<file path="config.mk">
export PLATFORM = sky130hd
export DESIGN_NAME = i2c_eeprom_reader
export DESIGN_NICKNAME = d
export VERILOG_FILES = /design/src/rtl/i2c_eeprom_reader.sv
export SDC_FILE = /design/constraint.sdc
export NUM_CORES = 2
export LEC_CHECK = 0
export BUFFER_PORTS_ARGS = -buffer_cell sky130_fd_sc_hd__buf_2
export CAP_MARGIN = 40
export CORE_MARGIN = 10
export CORE_UTILIZATION = 57
export DETAILED_ROUTE_END_ITERATION = 10
export PLACE_DENSITY = 0.72
export SETUP_SLACK_MARGIN = 0.02
export SLEW_MARGIN = 30
export SYNTH_ARGS = -nofsm -noshare
export SYNTH_HDL_FRONTEND = slang
export SYNTH_SLANG_ARGS = --single-unit
</file>
<file path="constraint.sdc">
create_clock -name clk -period 3.02 [get_ports clk]
set_clock_uncertainty 0.1 [all_clocks]
set_input_delay 0.302 -clock clk [delete_from_list [all_inputs] [get_ports clk]]
set_output_delay 0.302 -clock clk [all_outputs]
set_load 0.1 [all_outputs]
</file>
<file path="src/rtl/i2c_eeprom_reader.sv">
module i2c_eeprom_reader #(
  parameter logic [3:0] DEV_CODE = 4'b1010
) (
  input  logic       clk,
  input  logic       rst_n,
  input  logic       scl_i,
  input  logic       sda_i,
  output logic       sda_oe,
  input  logic       pre_we,
  input  logic [8:0] pre_addr,
  input  logic [7:0] pre_data
);
  localparam int AW = 9;
  localparam int DEPTH = 1 << AW;

  typedef enum logic [2:0] {S_IDLE, S_DEV, S_ACKD, S_WORD, S_ACKW, S_TX, S_MACK, S_SKIP} st_t;

  logic [7:0] mem [DEPTH];
  logic [2:0] scl_p, sda_p;
  st_t        state;
  logic [2:0] bitcnt;
  logic [7:0] sh, tx;
  logic       rx_full, rw, a8, mack;
  logic [AW-1:0] addr;

  wire scl_s = scl_p[1];
  wire scl_q = scl_p[2];
  wire sda_s = sda_p[1];
  wire sda_q = sda_p[2];
  wire start_det = scl_s & scl_q & sda_q & ~sda_s;
  wire stop_det  = scl_s & scl_q & ~sda_q & sda_s;
  wire scl_rise  = scl_s & ~scl_q;
  wire scl_fall  = ~scl_s & scl_q;
  wire [7:0] rd_byte = mem[addr];

  always_ff @(posedge clk) begin
    if (pre_we) mem[pre_addr] <= pre_data;
  end

  always_ff @(posedge clk) begin
    if (!rst_n) begin
      scl_p <= '1;
      sda_p <= '1;
    end else begin
      scl_p <= {scl_p[1:0], scl_i};
      sda_p <= {sda_p[1:0], sda_i};
    end
  end

  always_ff @(posedge clk) begin
    if (!rst_n) begin
      state   <= S_IDLE;
      sda_oe  <= 1'b0;
      bitcnt  <= '0;
      sh      <= '0;
      tx      <= '0;
      rx_full <= 1'b0;
      rw      <= 1'b0;
      a8      <= 1'b0;
      mack    <= 1'b0;
      addr    <= '0;
    end else if (start_det) begin
      state   <= S_DEV;
      bitcnt  <= '0;
      rx_full <= 1'b0;
      sda_oe  <= 1'b0;
    end else if (stop_det) begin
      state   <= S_IDLE;
      rx_full <= 1'b0;
      sda_oe  <= 1'b0;
    end else begin
      case (state)
        S_DEV, S_WORD, S_SKIP: begin
          if (scl_rise) begin
            sh     <= {sh[6:0], sda_s};
            bitcnt <= bitcnt + 3'd1;
            if (bitcnt == 3'd7) rx_full <= 1'b1;
          end else if (scl_fall && rx_full) begin
            rx_full <= 1'b0;
            bitcnt  <= '0;
            if (state == S_DEV) begin
              if (sh[7:4] == DEV_CODE) begin
                sda_oe <= 1'b1;
                rw     <= sh[0];
                if (!sh[0]) a8 <= sh[1];
                state  <= S_ACKD;
              end else begin
                state  <= S_IDLE;
              end
            end else if (state == S_WORD) begin
              sda_oe <= 1'b1;
              addr   <= {a8, sh};
              state  <= S_ACKW;
            end
          end
        end
        S_ACKD: if (scl_fall) begin
          if (rw) begin
            tx     <= rd_byte;
            sda_oe <= ~rd_byte[7];
            bitcnt <= '0;
            state  <= S_TX;
          end else begin
            sda_oe <= 1'b0;
            state  <= S_WORD;
          end
        end
        S_ACKW: if (scl_fall) begin
          sda_oe <= 1'b0;
          state  <= S_SKIP;
        end
        S_TX: if (scl_fall) begin
          if (bitcnt == 3'd7) begin
            sda_oe <= 1'b0;
            addr   <= addr + 1'b1;
            mack   <= 1'b0;
            state  <= S_MACK;
          end else begin
            tx     <= {tx[6:0], 1'b0};
            sda_oe <= ~tx[6];
            bitcnt <= bitcnt + 3'd1;
          end
        end
        S_MACK: begin
          if (scl_rise) begin
            if (sda_s) state <= S_IDLE;
            else       mack  <= 1'b1;
          end else if (scl_fall && mack) begin
            mack   <= 1'b0;
            tx     <= rd_byte;
            sda_oe <= ~rd_byte[7];
            bitcnt <= '0;
            state  <= S_TX;
          end
        end
        default: ;
      endcase
    end
  end

  assert_sda_scl_low_R9: assert property (@(posedge clk) disable iff (!rst_n)
    !$stable(sda_oe) |-> (!scl_s || $past(start_det || stop_det)));

  assert_start_restart_R1: assert property (@(posedge clk) disable iff (!rst_n)
    start_det |=> (state == S_DEV && bitcnt == 3'd0 && !sda_oe));

  assert_stop_idle_R7: assert property (@(posedge clk) disable iff (!rst_n)
    stop_det |=> (state == S_IDLE && !sda_oe));

  assert_drive_phase_R2: assert property (@(posedge clk) disable iff (!rst_n)
    $rose(sda_oe) |-> (state inside {S_ACKD, S_ACKW, S_TX}));

  assert_foreign_code_R2: assert property (@(posedge clk) disable iff (!rst_n)
    (state == S_DEV && scl_fall && rx_full && sh[7:4] != DEV_CODE && !start_det && !stop_det)
      |=> (state == S_IDLE && !sda_oe));

  assert_counter_wrap_R6: assert property (@(posedge clk) disable iff (!rst_n)
    (state == S_TX && scl_fall && bitcnt == 3'd7 && !start_det && !stop_det)
      |=> (addr == $past(addr) + 9'd1));
endmodule

</file>
== After elaboration in Yosys (flattened, before gate mapping) ==
Memory sizes are Yosys's and may differ from the RTL's. A register that Yosys moved wholly into a read port is not among the register bits.
Index checks and enable logic that the tools add are counted.
W data, S select, Z words.
Storage, ports and cells
  bits in registers: 41
  bits in writable memories: 4096
  input port bits: 22
  logic and storage cells: 159
  memories kept: 1
Memories
  mem: words 512, bits a word 8, rd ports 1, clocked after Yosys merged registers in 1, wr ports 1, line 18  | logic [7:0] mem [DEPTH];
Cells by class
  $add $sub $neg: 2
  equal/unequal tests: 37
  mux-type cells: 65
  bitwise logic cells: 18
  reduce and logical (&&, ||, !) cells: 23
Operators by type and width (number)
  $mux W9: 8
  $mux W3: 20
  $mux W7: 6
  $reduce_and A10 Y1: 3
  $reduce_and A9 Y1: 3
  $mux W1: 24
  $ne A2 B2 Y1 const B: 12
  $ne A4 B4 Y1 const B: 6
  $pmux W7 S3: 1
  $ne A3 B3 Y1 const B: 6
  $pmux W9 S2: 1
  $eq A3 B3 Y1 const B: 5
  $ne A5 B5 Y1 const B: 3
  $pmux W3 S5: 1
  $reduce_and A7 Y1: 2
  $pmux W3 S4: 1
  $not A1 Y1: 11
  $add A9 B1 Y9 const B: 1
  $reduce_and A8 Y1: 1
  $and A1 B1 Y1: 7
  $reduce_bool A7 Y1: 1
  $eq A3 B2 Y1 const B: 2
  $reduce_bool A2 Y1: 3
  $reduce_or A3 Y1: 2
  other kinds (14): 15

== Longest topological paths before layout ==
  depth in word-level cells: 8
  mapped depth: 15
  mapped depth without buffers: 10

== Least setup slack after synthesis ==
Ideal clock, no wire load.
  kind: reg2reg
  start: register with a tool-made name
  end: register tx[4]
  setup time: 0.139 ns
  arrival: 2.729 ns
  required time: 2.781 ns
  path slack: 0.052 ns
  cell stages (with the launch flop): 11
  path buffers: 4
  cell sequence: dfxtp_1 > buf_4 > buf_6 > buf_2 > buf_2 > mux4_2 > mux4_2 > o22ai_1 > nor2_1 > o311ai_0 > o311ai_1
RTL lines
  end signal: assignment: line 99  | tx <= rd_byte;
  end signal: assignment: line 119  | tx <= {tx[6:0], 1'b0};
  end signal: assignment: line 130  | tx <= rd_byte;
  end: declaration: line 22  | logic [7:0] sh, tx;

==> impl_results.md <==
- Period utilization: 1.25
- Worst min-delay path class: primary input to flop
- First-pass GRT wire length: 648000 µm
- CP Class: flop to flop
- Synth Area in Compound Gates: 0.0244
- Antenna Nets Post-Route: 0
- Max-slew violation count: 0
- Unique cell type count in the Yosys netlist: 69
- Max Root-Sink Buffers: 4
- Syn_nets: 7607
- Min cycle time layout: 3.77 ns
- Status: complete, but fails checks
- Row count: 195
- Relative slew slack: 0.331
- Util after Layout: 0.679
- Pin slew with the least headroom to its limit: 1.00 ns
- Synth warn: 0
- Detailed-route DRC error count: 0
- Die width: 552 µm
- WP data required: 3.70 ns
- Initial antenna violation count: 19
- # IOs: 23
- Async SR Flop Fraction: 0
- Total GRT Usage: 0.297
- VDD IR max: 0.607 mV
- Avg Inst Size Synth: 21.2 µm²
- Post-placement cell area: 176000 µm²
- Area share of xor/xnor cells in the synthesized design: 0.0000544
- Top cell type's share of synthesized area: 0.764
- GPL Wtd Cong: 0.952
- Total gr overflow: 0
- Layout cell share with drive strength beyond 1: 0.343
- Most frequent cell after synthesis: edfxtp_1
- Post-route setup slack: -0.749 ns
- CTS Sinks: 4146
- Clock slew seen by the registers of the worst setup and hold paths: 0.06 ns
- Violated checks: negative setup slack
- F_max: 265 MHz
- Critical Path AT: 4.45 ns
- Hpwl dp: 288000 µm
- Clk Latency, worst-skew pair: 0.99 ns
- CTS Buf Count: 408
- Ys flop type: edfxtp_1
- Drt wl/cell: 35.0 µm
- Startpoint types: flop
- Depth of the CTS H-tree: 5
- Post-route cell area: 191000 µm²
- Vias per inst: 6.72
- Final WL: 456000 µm
- Synth top area cells: edfxtp_1, mux4_2, mux2i_1, nor2_1, nand2_1
- Worst Setup End Kind: flop
- Vias: 87600
- Input/output buffers: 22
- Post-synth top cells: edfxtp_1, mux4_2, nor2_1, nand2_1, mux2i_1
- Non-Filler Instances: 13000
- Place WS: -1.09 ns
- Die Y: 552 µm
- Final setup fails: 8
- Area grow syn2layout: 18.9%
- Number of enable flip-flop cells after synthesis: 4096
- Adder-cell share of the synthesized area: 0.000233
- Final #Nets: 8963
- Post-Synth Simple-Gate Area: 0.0287
- CTS Root Cell: clkbuf_16
- Leakage: 0.0607 µW
- CP Max Fanout: 8
- Unrepaired setup endpoints after global routing: true
- Max_cap viols: 0
- Placed Cells: 12200
- Leading area contributor after synthesis: edfxtp_1
- Largest net degree at the start of global routing: 146
- Fin. Hold Viols: 0
- Synthesized area: 161000 µm²
- Vias in the first global route: 87700
- Pre-antenna DRT Iters: 8
- Post-synthesis mux area share: 0.161
- CORE AREA: 282000 µm²
- Initial drt markers: 13800
- Main combinational cell family by area after synthesis: multiplexers
- CTS tree: yes
- Cells after Synth: 7582
- Die area: 304000 µm²
- Synthesized flop and latch total: 4146
- Initial core utilization: 0.571
- Pwr dens: 609 nW/µm²
- Sequential area share after synthesis: 0.770
logic make-up after synthesis:
family                   after synthesis
AO/OA/AOI/OAI                        567
XOR/XNOR                               1
adder cells (fa/ha/maj)                3
buffers and inverters                492
flip-flops                          4146
multiplexers                        1277
AND/OR/NAND/NOR                     1096
metal layers:
metal  global-route usage  wire length [µm]
met5                    0               109
met4                0.148             27300
met3               0.0712             55400
met2                0.460            214000
met1                0.401            159000
layout by cell type (no fill, tap or decap), drive strengths merged, types with 12 or more instances in the layout:
cell type	Yosys	routed
inv	16	26
dlygate4sd3	0	14
a31oi	18	18
o22ai	68	68
diode	0	19
mux4	1048	1048
clkinvlp	0	23
buf	275	1389
bufinv	0	53
clkbuf	199	503
nand3	76	76
nor2b	18	18
nor3	40	40
a22oi	75	75
a311oi	16	16
clkinv	2	179
o21ai	70	70
a211oi	29	29
and3	28	28
nor2	577	577
mux2i	221	221
nand2	271	271
and2	21	21
nor4	12	12
edfxtp	4096	4096
a22o	16	16
a21oi	115	115
o221ai	52	52
dfxtp	50	50
nand2b	21	21
registers in the layout (all words and copies together) (netlist names), named ones only:
register	flops
bitcnt	3
mack	1
scl_p	3
mem	4096
rw	1
rx_full	1
tx	7
sh	8
sda_p	3
a8	1
state	3
addr	9
sda_oe	1
cell type report:
type,instances,area (µm²)
multi-input cells,2944,35200
inverters,18,80.1
diodes,19,47.5
well taps,3743,4680
fillers,16800,90300
clock buffers,491,10600
flip-flops and latches,4146,124000
clock inverters,263,3020
repair buffers,1420,13800
per-stage QoR:
stage | hold WS [ns] | TNS, ns | total power (µW)
finish | 0.102 | -5.41 | 117000
global route | 0.0981 | -5.52 | 119000
CTS | 0.0155 | -4.66 | 117000
detailed placement | 0.301 | -7.68 | 66000
global placement | 0.298 | -9.18 | 65900
floorplan | 0.286 | 0 | 64700
timing repair:
item,CTS,global route
gates cloned,7,8
gates resized for setup,83,54
hold buffers,14,0
pin swaps,15,18
buffers inserted,25,18
endpoints found under the hold margin,1305,0
setup endpoints to repair,8,8
power breakdown:
group	internal, µW	switching (µW)
sequential	63200	22.4
combinational	266	1290
clock	29800	22000
worst max-delay path: stages (launching register included):
cell and delay (ns):
dfxtp_4 0.37, buf_12 0.23, buf_16 0.18, buf_16 0.17, buf_16 0.15, mux4_2 0.51, mux4_2 0.51, mux4_2 0.50
and2_4 0.21, o31ai_4 0.47, o211ai_1 0.18
final timing paths:
path	endpoint	slack, ns	startpoint	cells after the start
hold reg to reg	scl_p[1]	0.32	scl_p[0]	1
setup reg to reg	tx[1]	-0.75	flop	10
setup / recovery	tx[1]	-0.75	flop	10
hold / removal	mem[218][7]	0.10	pre_we	6
No activity file was read; power rests on OpenSTA's default activity.
